===== src/rtl/tlb_fa_pkg.sv =====
package tlb_fa_pkg;

    // Privilege level that marks a user access
    localparam logic [1:0] CPL_USER = 2'd3;

    // Command acting on the slot array this cycle, after priority resolution
    typedef enum logic [2:0] {
        CMD_NONE,
        CMD_FLUSH_ALL,
        CMD_FLUSH_NG,
        CMD_INVAL,
        CMD_INSERT
    } tlb_cmd_e;

endpackage


===== src/rtl/tlb_fa_match.sv =====
module tlb_fa_match #(
    parameter int VA_W  = 32,
    parameter int LOG_W = 5
) (
    input  logic             e_valid,
    input  logic [VA_W-1:0]  e_vbase,
    input  logic [LOG_W-1:0] e_log,
    input  logic [VA_W-1:0]  va,
    output logic             hit
);
    logic [VA_W-1:0] off_mask;

    // Offset bits of this slot's page are ignored in the compare
    assign off_mask = (VA_W'(1) << e_log) - VA_W'(1);
    assign hit      = e_valid && ((va & ~off_mask) == e_vbase);
endmodule


===== src/rtl/tlb_fa_victim.sv =====
module tlb_fa_victim #(
    parameter int N       = 8,
    parameter int STAMP_W = 16,
    parameter int IDX_W   = 3
) (
    input  logic [N-1:0]              valid,
    input  logic [N-1:0][STAMP_W-1:0] stamps,
    output logic [IDX_W-1:0]          idx
);
    logic               free_found;
    logic [IDX_W-1:0]   free_idx;
    logic [IDX_W-1:0]   old_idx;
    logic [STAMP_W-1:0] old_stamp;

    always_comb begin
        free_found = 1'b0;
        free_idx   = '0;
        old_idx    = '0;
        old_stamp  = stamps[0];
        for (int i = 0; i < N; i++) begin
            if (!valid[i] && !free_found) begin
                free_found = 1'b1;
                free_idx   = IDX_W'(i);
            end
            if (stamps[i] < old_stamp) begin
                old_stamp = stamps[i];
                old_idx   = IDX_W'(i);
            end
        end
        idx = free_found ? free_idx : old_idx;
    end
endmodule


===== src/rtl/tlb_fa.sv =====
module tlb_fa
    import tlb_fa_pkg::*;
#(
    parameter int N       = 8,
    parameter int VA_W    = 32,
    parameter int PA_W    = 32,
    parameter int LOG_W   = 5,
    parameter int STAMP_W = 16
) (
    input  logic             clk,
    input  logic             rst_n,
    input  logic             lk_valid,
    input  logic [VA_W-1:0]  lk_va,
    input  logic             lk_write,
    input  logic [1:0]       lk_cpl,
    input  logic             lk_wp,
    input  logic             lk_touch,
    output logic             lk_hit,
    output logic [PA_W-1:0]  lk_pa,
    output logic             lk_uncached,
    output logic             lk_fault,
    input  logic             ins_valid,
    input  logic [VA_W-1:0]  ins_va,
    input  logic [PA_W-1:0]  ins_pa,
    input  logic [LOG_W-1:0] ins_log,
    input  logic             ins_writable,
    input  logic             ins_user,
    input  logic             ins_global,
    input  logic             ins_uncached,
    input  logic             flush_all,
    input  logic             flush_nonglobal,
    input  logic             inval_valid,
    input  logic [VA_W-1:0]  inval_va
);
    localparam int IDX_W = (N > 1) ? $clog2(N) : 1;

    if (N < 1) begin : g_bad_size
        $error("tlb_fa: N must be at least 1");
    end

    typedef struct packed {
        logic               valid;
        logic [VA_W-1:0]    vbase;
        logic [PA_W-1:0]    pbase;
        logic [LOG_W-1:0]   lg;
        logic               wr;
        logic               usr;
        logic               glb;
        logic               unc;
        logic [STAMP_W-1:0] stamp;
    } entry_t;

    typedef struct packed {
        entry_t [N-1:0]     ent;
        logic [STAMP_W-1:0] ctr;
    } state_t;

    state_t s_d, s_q;

    logic [N-1:0]              valid_vec, glb_vec;
    logic [N-1:0][STAMP_W-1:0] stamp_vec;
    logic [N-1:0]              lk_match, ins_match, inv_match;
    logic [IDX_W-1:0]          lk_idx, ins_idx, inv_idx, victim_idx;
    logic                      lk_any, ins_any, inv_any;
    tlb_cmd_e                  cmd;

    for (genvar g = 0; g < N; g++) begin : g_slot
        assign valid_vec[g] = s_q.ent[g].valid;
        assign glb_vec[g]   = s_q.ent[g].glb;
        assign stamp_vec[g] = s_q.ent[g].stamp;

        tlb_fa_match #(.VA_W(VA_W), .LOG_W(LOG_W)) u_lk_match (
            .e_valid(s_q.ent[g].valid), .e_vbase(s_q.ent[g].vbase),
            .e_log(s_q.ent[g].lg), .va(lk_va), .hit(lk_match[g]));
        tlb_fa_match #(.VA_W(VA_W), .LOG_W(LOG_W)) u_ins_match (
            .e_valid(s_q.ent[g].valid), .e_vbase(s_q.ent[g].vbase),
            .e_log(s_q.ent[g].lg), .va(ins_va), .hit(ins_match[g]));
        tlb_fa_match #(.VA_W(VA_W), .LOG_W(LOG_W)) u_inv_match (
            .e_valid(s_q.ent[g].valid), .e_vbase(s_q.ent[g].vbase),
            .e_log(s_q.ent[g].lg), .va(inval_va), .hit(inv_match[g]));
    end

    tlb_fa_victim #(.N(N), .STAMP_W(STAMP_W), .IDX_W(IDX_W)) u_victim (
        .valid(valid_vec), .stamps(stamp_vec), .idx(victim_idx));

    // Lowest matching slot for each of the three compare sets
    always_comb begin
        lk_any = 1'b0;  lk_idx  = '0;
        ins_any = 1'b0; ins_idx = '0;
        inv_any = 1'b0; inv_idx = '0;
        for (int i = N - 1; i >= 0; i--) begin
            if (lk_match[i])  begin lk_any  = 1'b1; lk_idx  = IDX_W'(i); end
            if (ins_match[i]) begin ins_any = 1'b1; ins_idx = IDX_W'(i); end
            if (inv_match[i]) begin inv_any = 1'b1; inv_idx = IDX_W'(i); end
        end
    end

    // Lookup result and permission check
    entry_t          hit_e;
    logic [PA_W-1:0] pa_mask;
    logic            user_acc, bad_write;

    always_comb begin
        hit_e       = s_q.ent[lk_idx];
        pa_mask     = (PA_W'(1) << hit_e.lg) - PA_W'(1);
        user_acc    = (lk_cpl == CPL_USER);
        bad_write   = !hit_e.wr && (user_acc || lk_wp);
        lk_hit      = lk_valid && lk_any;
        lk_pa       = lk_hit ? (hit_e.pbase | (PA_W'(lk_va) & pa_mask)) : '0;
        lk_uncached = lk_hit && hit_e.unc;
        lk_fault    = lk_hit && ((user_acc && !hit_e.usr) || (lk_write && bad_write));
    end

    // Command priority
    always_comb begin
        if (flush_all)            cmd = CMD_FLUSH_ALL;
        else if (flush_nonglobal) cmd = CMD_FLUSH_NG;
        else if (inval_valid)     cmd = CMD_INVAL;
        else if (ins_valid)       cmd = CMD_INSERT;
        else                      cmd = CMD_NONE;
    end

    // Next state
    logic [IDX_W-1:0]  tgt;
    logic [VA_W-1:0]   ins_mask;

    always_comb begin
        s_d      = s_q;
        tgt      = ins_any ? ins_idx : victim_idx;
        ins_mask = (VA_W'(1) << ins_log) - VA_W'(1);
        unique case (cmd)
            CMD_FLUSH_ALL: begin
                for (int i = 0; i < N; i++) s_d.ent[i].valid = 1'b0;
            end
            CMD_FLUSH_NG: begin
                for (int i = 0; i < N; i++)
                    if (!s_q.ent[i].glb) s_d.ent[i].valid = 1'b0;
            end
            CMD_INVAL: begin
                if (inv_any) s_d.ent[inv_idx].valid = 1'b0;
            end
            CMD_INSERT: begin
                s_d.ent[tgt].valid = 1'b1;
                s_d.ent[tgt].vbase = ins_va & ~ins_mask;
                s_d.ent[tgt].pbase = ins_pa;
                s_d.ent[tgt].lg    = ins_log;
                s_d.ent[tgt].wr    = ins_writable;
                s_d.ent[tgt].usr   = ins_user;
                s_d.ent[tgt].glb   = ins_global;
                s_d.ent[tgt].unc   = ins_uncached;
                s_d.ent[tgt].stamp = s_q.ctr;
                s_d.ctr            = s_q.ctr + STAMP_W'(1);
            end
            default: begin
                if (lk_valid && lk_touch && lk_any) begin
                    s_d.ent[lk_idx].stamp = s_q.ctr;
                    s_d.ctr               = s_q.ctr + STAMP_W'(1);
                end
            end
        endcase
    end

    always_ff @(posedge clk) begin
        if (!rst_n) s_q <= '0;
        else        s_q <= s_d;
    end

    // Properties
    assert_flush_all_R6: assert property (@(posedge clk) disable iff (!rst_n)
        flush_all |=> (valid_vec == '0));

    assert_flush_ng_R7: assert property (@(posedge clk) disable iff (!rst_n)
        (!flush_all && flush_nonglobal) |=> ((valid_vec & ~glb_vec) == '0));

    // a fault is only reported on a hit
    assert_fault_needs_hit_R10: assert property (@(posedge clk) disable iff (!rst_n)
        lk_fault |-> lk_hit);

    assert_probe_keeps_stamps_R4: assert property (@(posedge clk) disable iff (!rst_n)
        (cmd == CMD_NONE && !(lk_valid && lk_touch)) |=> $stable(stamp_vec));

    assert_insert_fills_free_R3: assert property (@(posedge clk) disable iff (!rst_n)
        (cmd == CMD_INSERT && !ins_any && !(&valid_vec))
        |=> ($countones(valid_vec) == $past($countones(valid_vec)) + 1));

    assert_overwrite_in_place_R5: assert property (@(posedge clk) disable iff (!rst_n)
        (cmd == CMD_INSERT && ins_any)
        |=> ($countones(valid_vec) == $past($countones(valid_vec))));

    assert_inval_one_R8: assert property (@(posedge clk) disable iff (!rst_n)
        (cmd == CMD_INVAL && inv_any)
        |=> ($countones(valid_vec) == $past($countones(valid_vec)) - 1));
endmodule


===== config.mk =====
export PLATFORM = sky130hd
export DESIGN_NAME = tlb_fa
export DESIGN_NICKNAME = d
export VERILOG_FILES = /design/src/rtl/tlb_fa_pkg.sv /design/src/rtl/tlb_fa_match.sv /design/src/rtl/tlb_fa_victim.sv /design/src/rtl/tlb_fa.sv
export SDC_FILE = /design/constraint.sdc
export NUM_CORES = 2
export LEC_CHECK = 0
export BUFFER_PORTS_ARGS = -buffer_cell sky130_fd_sc_hd__buf_2
export CORE_ASPECT_RATIO = 1.25
export CORE_MARGIN = 2
export CORE_UTILIZATION = 45
export DETAILED_ROUTE_END_ITERATION = 10
export GPL_TIMING_DRIVEN = 1
export PLACE_DENSITY = 0.63
export RECOVER_POWER = 25
export SYNTH_ARGS = -nofsm -noshare
export SYNTH_HDL_FRONTEND = slang
export SYNTH_SLANG_ARGS = --single-unit

===== constraint.sdc =====
create_clock -name clk -period 17.91 [get_ports clk]
set_clock_uncertainty 0.05 [all_clocks]
set_input_delay 1.791 -clock clk [delete_from_list [all_inputs] [get_ports clk]]
set_output_delay 1.791 -clock clk [all_outputs]
set_load 0.01 [all_outputs]

# Word level (Yosys, flattened, before mapping)
# Cells that the tools add are included.
word_totals:
  register_bits: 736
  input_bits: 149
  output_inout_bits: 35
  elab_cells: 402
classes:
  add_sub_neg: 11
  order_cmp: 13
  n_eq_ne: 38
  shift: 10
  n_mux: 145
  bitwise: 38
  n_reduce_logical: 74
op_table:
  columns: ["op", "count"]
  rows:
  - ["bitwise mux 720 bit", 11]
  - ["demux 90 bit (select 3 bit)", 11]
  - ["one-hot mux 89 bit (3 select lines)", 8]
  - ["AND 32 bit", 26]
  - ["equality test 32 bit", 24]
  - ["two-way mux 736 bit", 1]
  - ["two-way mux 720 bit", 1]
  - ["left shift 1 x 5 -> 32 bit, first input constant", 10]
  - ["subtractor 32 x 2 -> 32 bit, second input constant", 10]
  - ["inverter 32 bit", 9]
  - ["binary-select mux 90 bit (select 3 bit)", 1]
  - ["two-way mux 90 bit", 2]
  - ["two-way mux 16 bit", 8]
  - ["two-way mux 3 bit", 38]
  - ["two-way mux 57 bit", 2]
  - ["< comparator 16 bit", 7]
  - ["two-way mux 89 bit", 1]
  - ["logical AND 1 bit", 42]
  - ["two-way mux 1 bit", 42]
  - ["two-way mux 32 bit", 1]
  - ["bitwise OR 32 bit", 1]
  - ["one-hot mux 1 bit (4 select lines)", 8]
  - ["one-hot mux 16 bit (2 select lines)", 1]
  - ["AND reduction 3 bit", 9]
  - ["23 further kinds", 55]

# Longest topological paths before layout
depth:
  depth_word: 37
  ltp_mapped: 95
  mapped_depth_nobuf: 80

# Modules after synthesis
# A second synthesis with hierarchy kept.
hier_totals:
  cells_unflattened: 8686
  area_unflattened_um2: 63963.8
by_module_without_submodules:
  columns: ["module", "instances", "cells_each", "area_per_inst_um2", "seq_area_each_um2"]
  rows:
  - ["tlb_fa", 1, 3899, 31732.9, 14734.1]
  - ["tlb_fa_match", 24, 174, 1161.1, 0.0]
  - ["tlb_fa_victim", 1, 611, 4364.2, 0.0]

# Worst setup path before layout
# Ideal clock, no wire load.
synth_timing:
  kind: "register to register"
  from: "reg with a tool-made name"
  to: "reg with a tool-made name"
  setup_time_ns: 0.142
  arrival_ns: 18.710
  required_ns: 17.718
  setup_slack_ns: -0.992
  path_stages_with_launch: 91
  path_buffers: 13
  period_less_slack_ns: 18.902
  path_cell_list: "dfxtp_1 > inv_1 > ha_1 > nand4_1 > nor3_1 > a31oi_2 > nand2_1 > buf_1 > clkbuf_1 > mux2i_1 > ha_1 > nand4_1 > nor3_1 > and2_1 > nand3_1 > mux2i_1 > or2_1 > clkbuf_1 > [55 not listed] > ha_1 > a21oi_1 > nor2b_1 > o21ai_0 > nand2b_1 > a21oi_1 > o221ai_1 > nand2_1 > o21ai_0 > nand2_1 > or4_1 > o211a_2 > o31a_1 > buf_2 > a211oi_4 > nand2_2 > buf_2 > mux2i_1"

==> impl_metrics.py <==
metrics = {
    "run_status": {
        "outcome": "finished with violations",
        "violations": "capacitance limit, slew limit",
    },
    "placed_design": {
        "place_area_um2": 60600,
        "numPortBuffers": 183,
        "hpwl_um": 212000,
        "globalplace.congestion": 1.08,
    },
    "setup_path": {
        "cp-end-kind": "primary output",
        "worstPathRequired_ps": 16070,
        "crit_type": "reg2out",
        "critPathMaxFanout": 40,
        "cp_common_cell": "clkbuf_1",
        "cp-start-kind": "register",
        "worst_path_largest_cell_delay_ps": 2500,
        "crit_path_top_delay_cell": "clkbuf_1",
        "ff2ff_path_depth": 81,
        "crit_arrival_ps": 15710,
        "r2r_slack_ps": 360,
    },
    "synth": {
        "syn_inst": 7639,
        "ys_ff_latch": 736,
        "synth_top_area_cell": "dfxtp_1",
        "yosys-top-cells-area": "dfxtp_1 26%, mux2i_1 11%, nand2_1 7.6%, xor2_1 5.2%, nand3_1 4.6%",
        "yosysUniqueCellTypes": 106,
        "ys.flop_type": "dfxtp_1",
        "synth_top_area_share_pct": 25.5,
        "ys_top_cells_by_count": "1172 x nand2_1, 736 x dfxtp_1, 662 x mux2i_1",
        "synth-seq-area-share_pct": 25.5,
        "synthArstFlopShare_pct": 0,
        "ys.warnings.count": 0,
        "syn_area_per_cell_um2": 7.56,
        "synth.cell_area_um2": 57800,
        "synthesis.nets": 7896,
        "synth_edf_count": 0,
        "synth.most_common_cell": "nand2_1",
    },
    "power_and_ir_drop": {
        "p_per_area_nw_per_um2": 77.6,
        "leakage_nw": 26.4,
        "ir_drop_v": 0.0000868,
    },
    "drt": {
        "drcViolationCount": 0,
        "drtAntennaViolNets": 0,
        "drtIter0Drc": 8488,
        "vias": 64277,
        "vias_per_cell": 6.84,
        "wl_um": 308000,
        "dr.pass1.iters": 9,
        "post_drt_wl_per_cell_um": 32.8,
    },
    "cts": {
        "clkLatencyLatePin_ps": 780,
        "cts_root_buffer": "clkbuf_16",
        "numCtsBuffers": 82,
        "cts-hold-fix-buffers": 0,
        "ctsLongestPathBuffers": 3,
        "clock_sinks": 736,
        "htreeDepth": 3,
        "tritoncts": "yes",
        "path_clk_slew_ps": 70,
    },
    "global_routing": {
        "grt_pass1_vias": 58452,
        "gr-usage-all-layers_pct": 44.3,
        "grt_max_degree": 186,
        "grt_pass1_wl_um": 426000,
        "grt-ovfl-total": 0,
        "antenna_found_initial": 46,
    },
    "worst_hold_path": {
        "hold_path_class": "reg2reg",
        "hold_depth": 2,
    },
    "layout": {
        "fin_nets": 7821,
        "multiInputGateArea_um2": 40700,
        "final_cell_area_um2": 65200,
        "drive_above_1_share_pct": 10.7,
        "final-seq-area_um2": 14800,
        "area_growth_pct": 12.8,
        "fillerInstances": 12442,
    },
    "die": {
        "die_w_um": 324,
        "chipHeight_um": 405,
        "std_cell_rows": 147,
        "dieArea_um2": 131000,
        "start_util_pct": 45.1,
        "io_pins": 184,
        "core_um2": 128000,
    },
    "timing": {
        "finalCriticalPeriod_ps": 17560,
        "fmax_ghz": 0.0570,
        "setup_viol": 0,
        "period_share_pct": 98.0,
        "relSlewSlack_pct": -134,
        "final_max_slew_viol_count": 112,
        "final-hold-violation-count": 0,
        "worst_slew_pin_slew_ps": 3510,
        "hold_slack_ps": 408,
    },
    "job": {
        "cap_violations": 6,
    },
}
==> placed cells by master (no fill, tap or decap), drive strengths merged, types with 38 or more instances in the layout <==
| master | n |
|---|---|
| xnor2 | 298 |
| a211o | 46 |
| o211ai | 247 |
| a31oi | 78 |
| o21ai | 479 |
| o22a | 38 |
| or3 | 58 |
| nand2b | 50 |
| a21oi | 277 |
| nor3b | 47 |
| diode | 48 |
| ha | 108 |
| nand4 | 180 |
| or4 | 45 |
| nor2b | 56 |
| and3 | 84 |
| nand2 | 1174 |
| buf | 434 |
| and2 | 52 |
| nor3 | 115 |
| o221ai | 66 |
| mux2i | 662 |
| nor2 | 299 |
| dfxtp | 736 |
| o22ai | 79 |
| nand3 | 527 |
| xor2 | 343 |
| clkbuf | 154 |
| a21o | 47 |
| inv | 178 |
| nor4 | 91 |
==> worst max-delay path by stage <==
stage               endpoint  cells past startpoint  slack [ps]
finish              lk_pa[4]                     28         350
global route        register                     83        -280
CTS                 register                     80          30
detailed placement  register                     79        -240
global placement    register                     82         120
floorplan           register                     89           7
==> report_power, final <==
group	total [mW]	switching, mW	leakage [nW]	internal [mW]
clock	1.96	0.829	1.48	1.13
sequential	1.68	0.0266	5.94	1.66
combinational	1.42	0.842	19.0	0.578
total	5.06	1.70	26.4	3.36
==> worst max-delay path, delay by kind of cell (launching register included) <==
| family | cells | cell delay [ps] |
|---|---|---|
| simple gates | 10 | 4470 |
| flops | 1 | 310 |
| buf+inv | 6 | 6180 |
| xor+xnor | 1 | 380 |
| fa+ha+maj | 2 | 550 |
| compound gates | 9 | 2980 |
==> metal layers <==
layer / vias to the layer above / part of all wire, % / track usage, %
li1: 27586 / - / -
met1: 30785 / 35 / 49.4
met2: 4379 / 43 / 67.6
met3: 1501 / 11 / 13.9
met4: 26 / 11 / 40.5
met5: - / 0.094 / 0.405
==> final cells by class <==
class	count	share of cell area (%)
Clock buffer	109	3.50
Tap cell	1713	3.29
Antenna cell	48	0.184
Clock inverter	41	1.13
Timing Repair Buffer	479	5.71
Multi-Input combinational cell	6086	62.5
Inverter	179	1.03
Sequential cell	736	22.6
==> through the flow <==
stage	std cells	setup slack, ps	power (mW)	utilization [%]	TNS [ps]
6_report	9391	355	5.06	50.9	0
5_1_grt	9350	-281	5.19	50.8	-86370
4_1_cts	9288	27.4	4.75	49.8	0
3_5_place_dp	9136	-238	2.82	47.3	-59040
3_3_place_gp	9136	119	2.81	47.3	0
2_1_floorplan	7639	7.42	2.40	-	0
==> repair_timing <==
item,CTS,global route
gates resized for setup,9,154
setup buffers,2,42
cloned,0,13
pin swaps,2,60
endpoints found under the setup margin,673,720
==> kinds of logic after synthesis <==
logic type | synth area share (%)
compound gates | 19.5
xor+xnor | 9.72
fa+ha+maj | 2.37
buf+inv | 5.78
flops | 25.5
mux | 12.2
simple gates | 25.0
No activity file was read; power rests on OpenSTA's default activity.
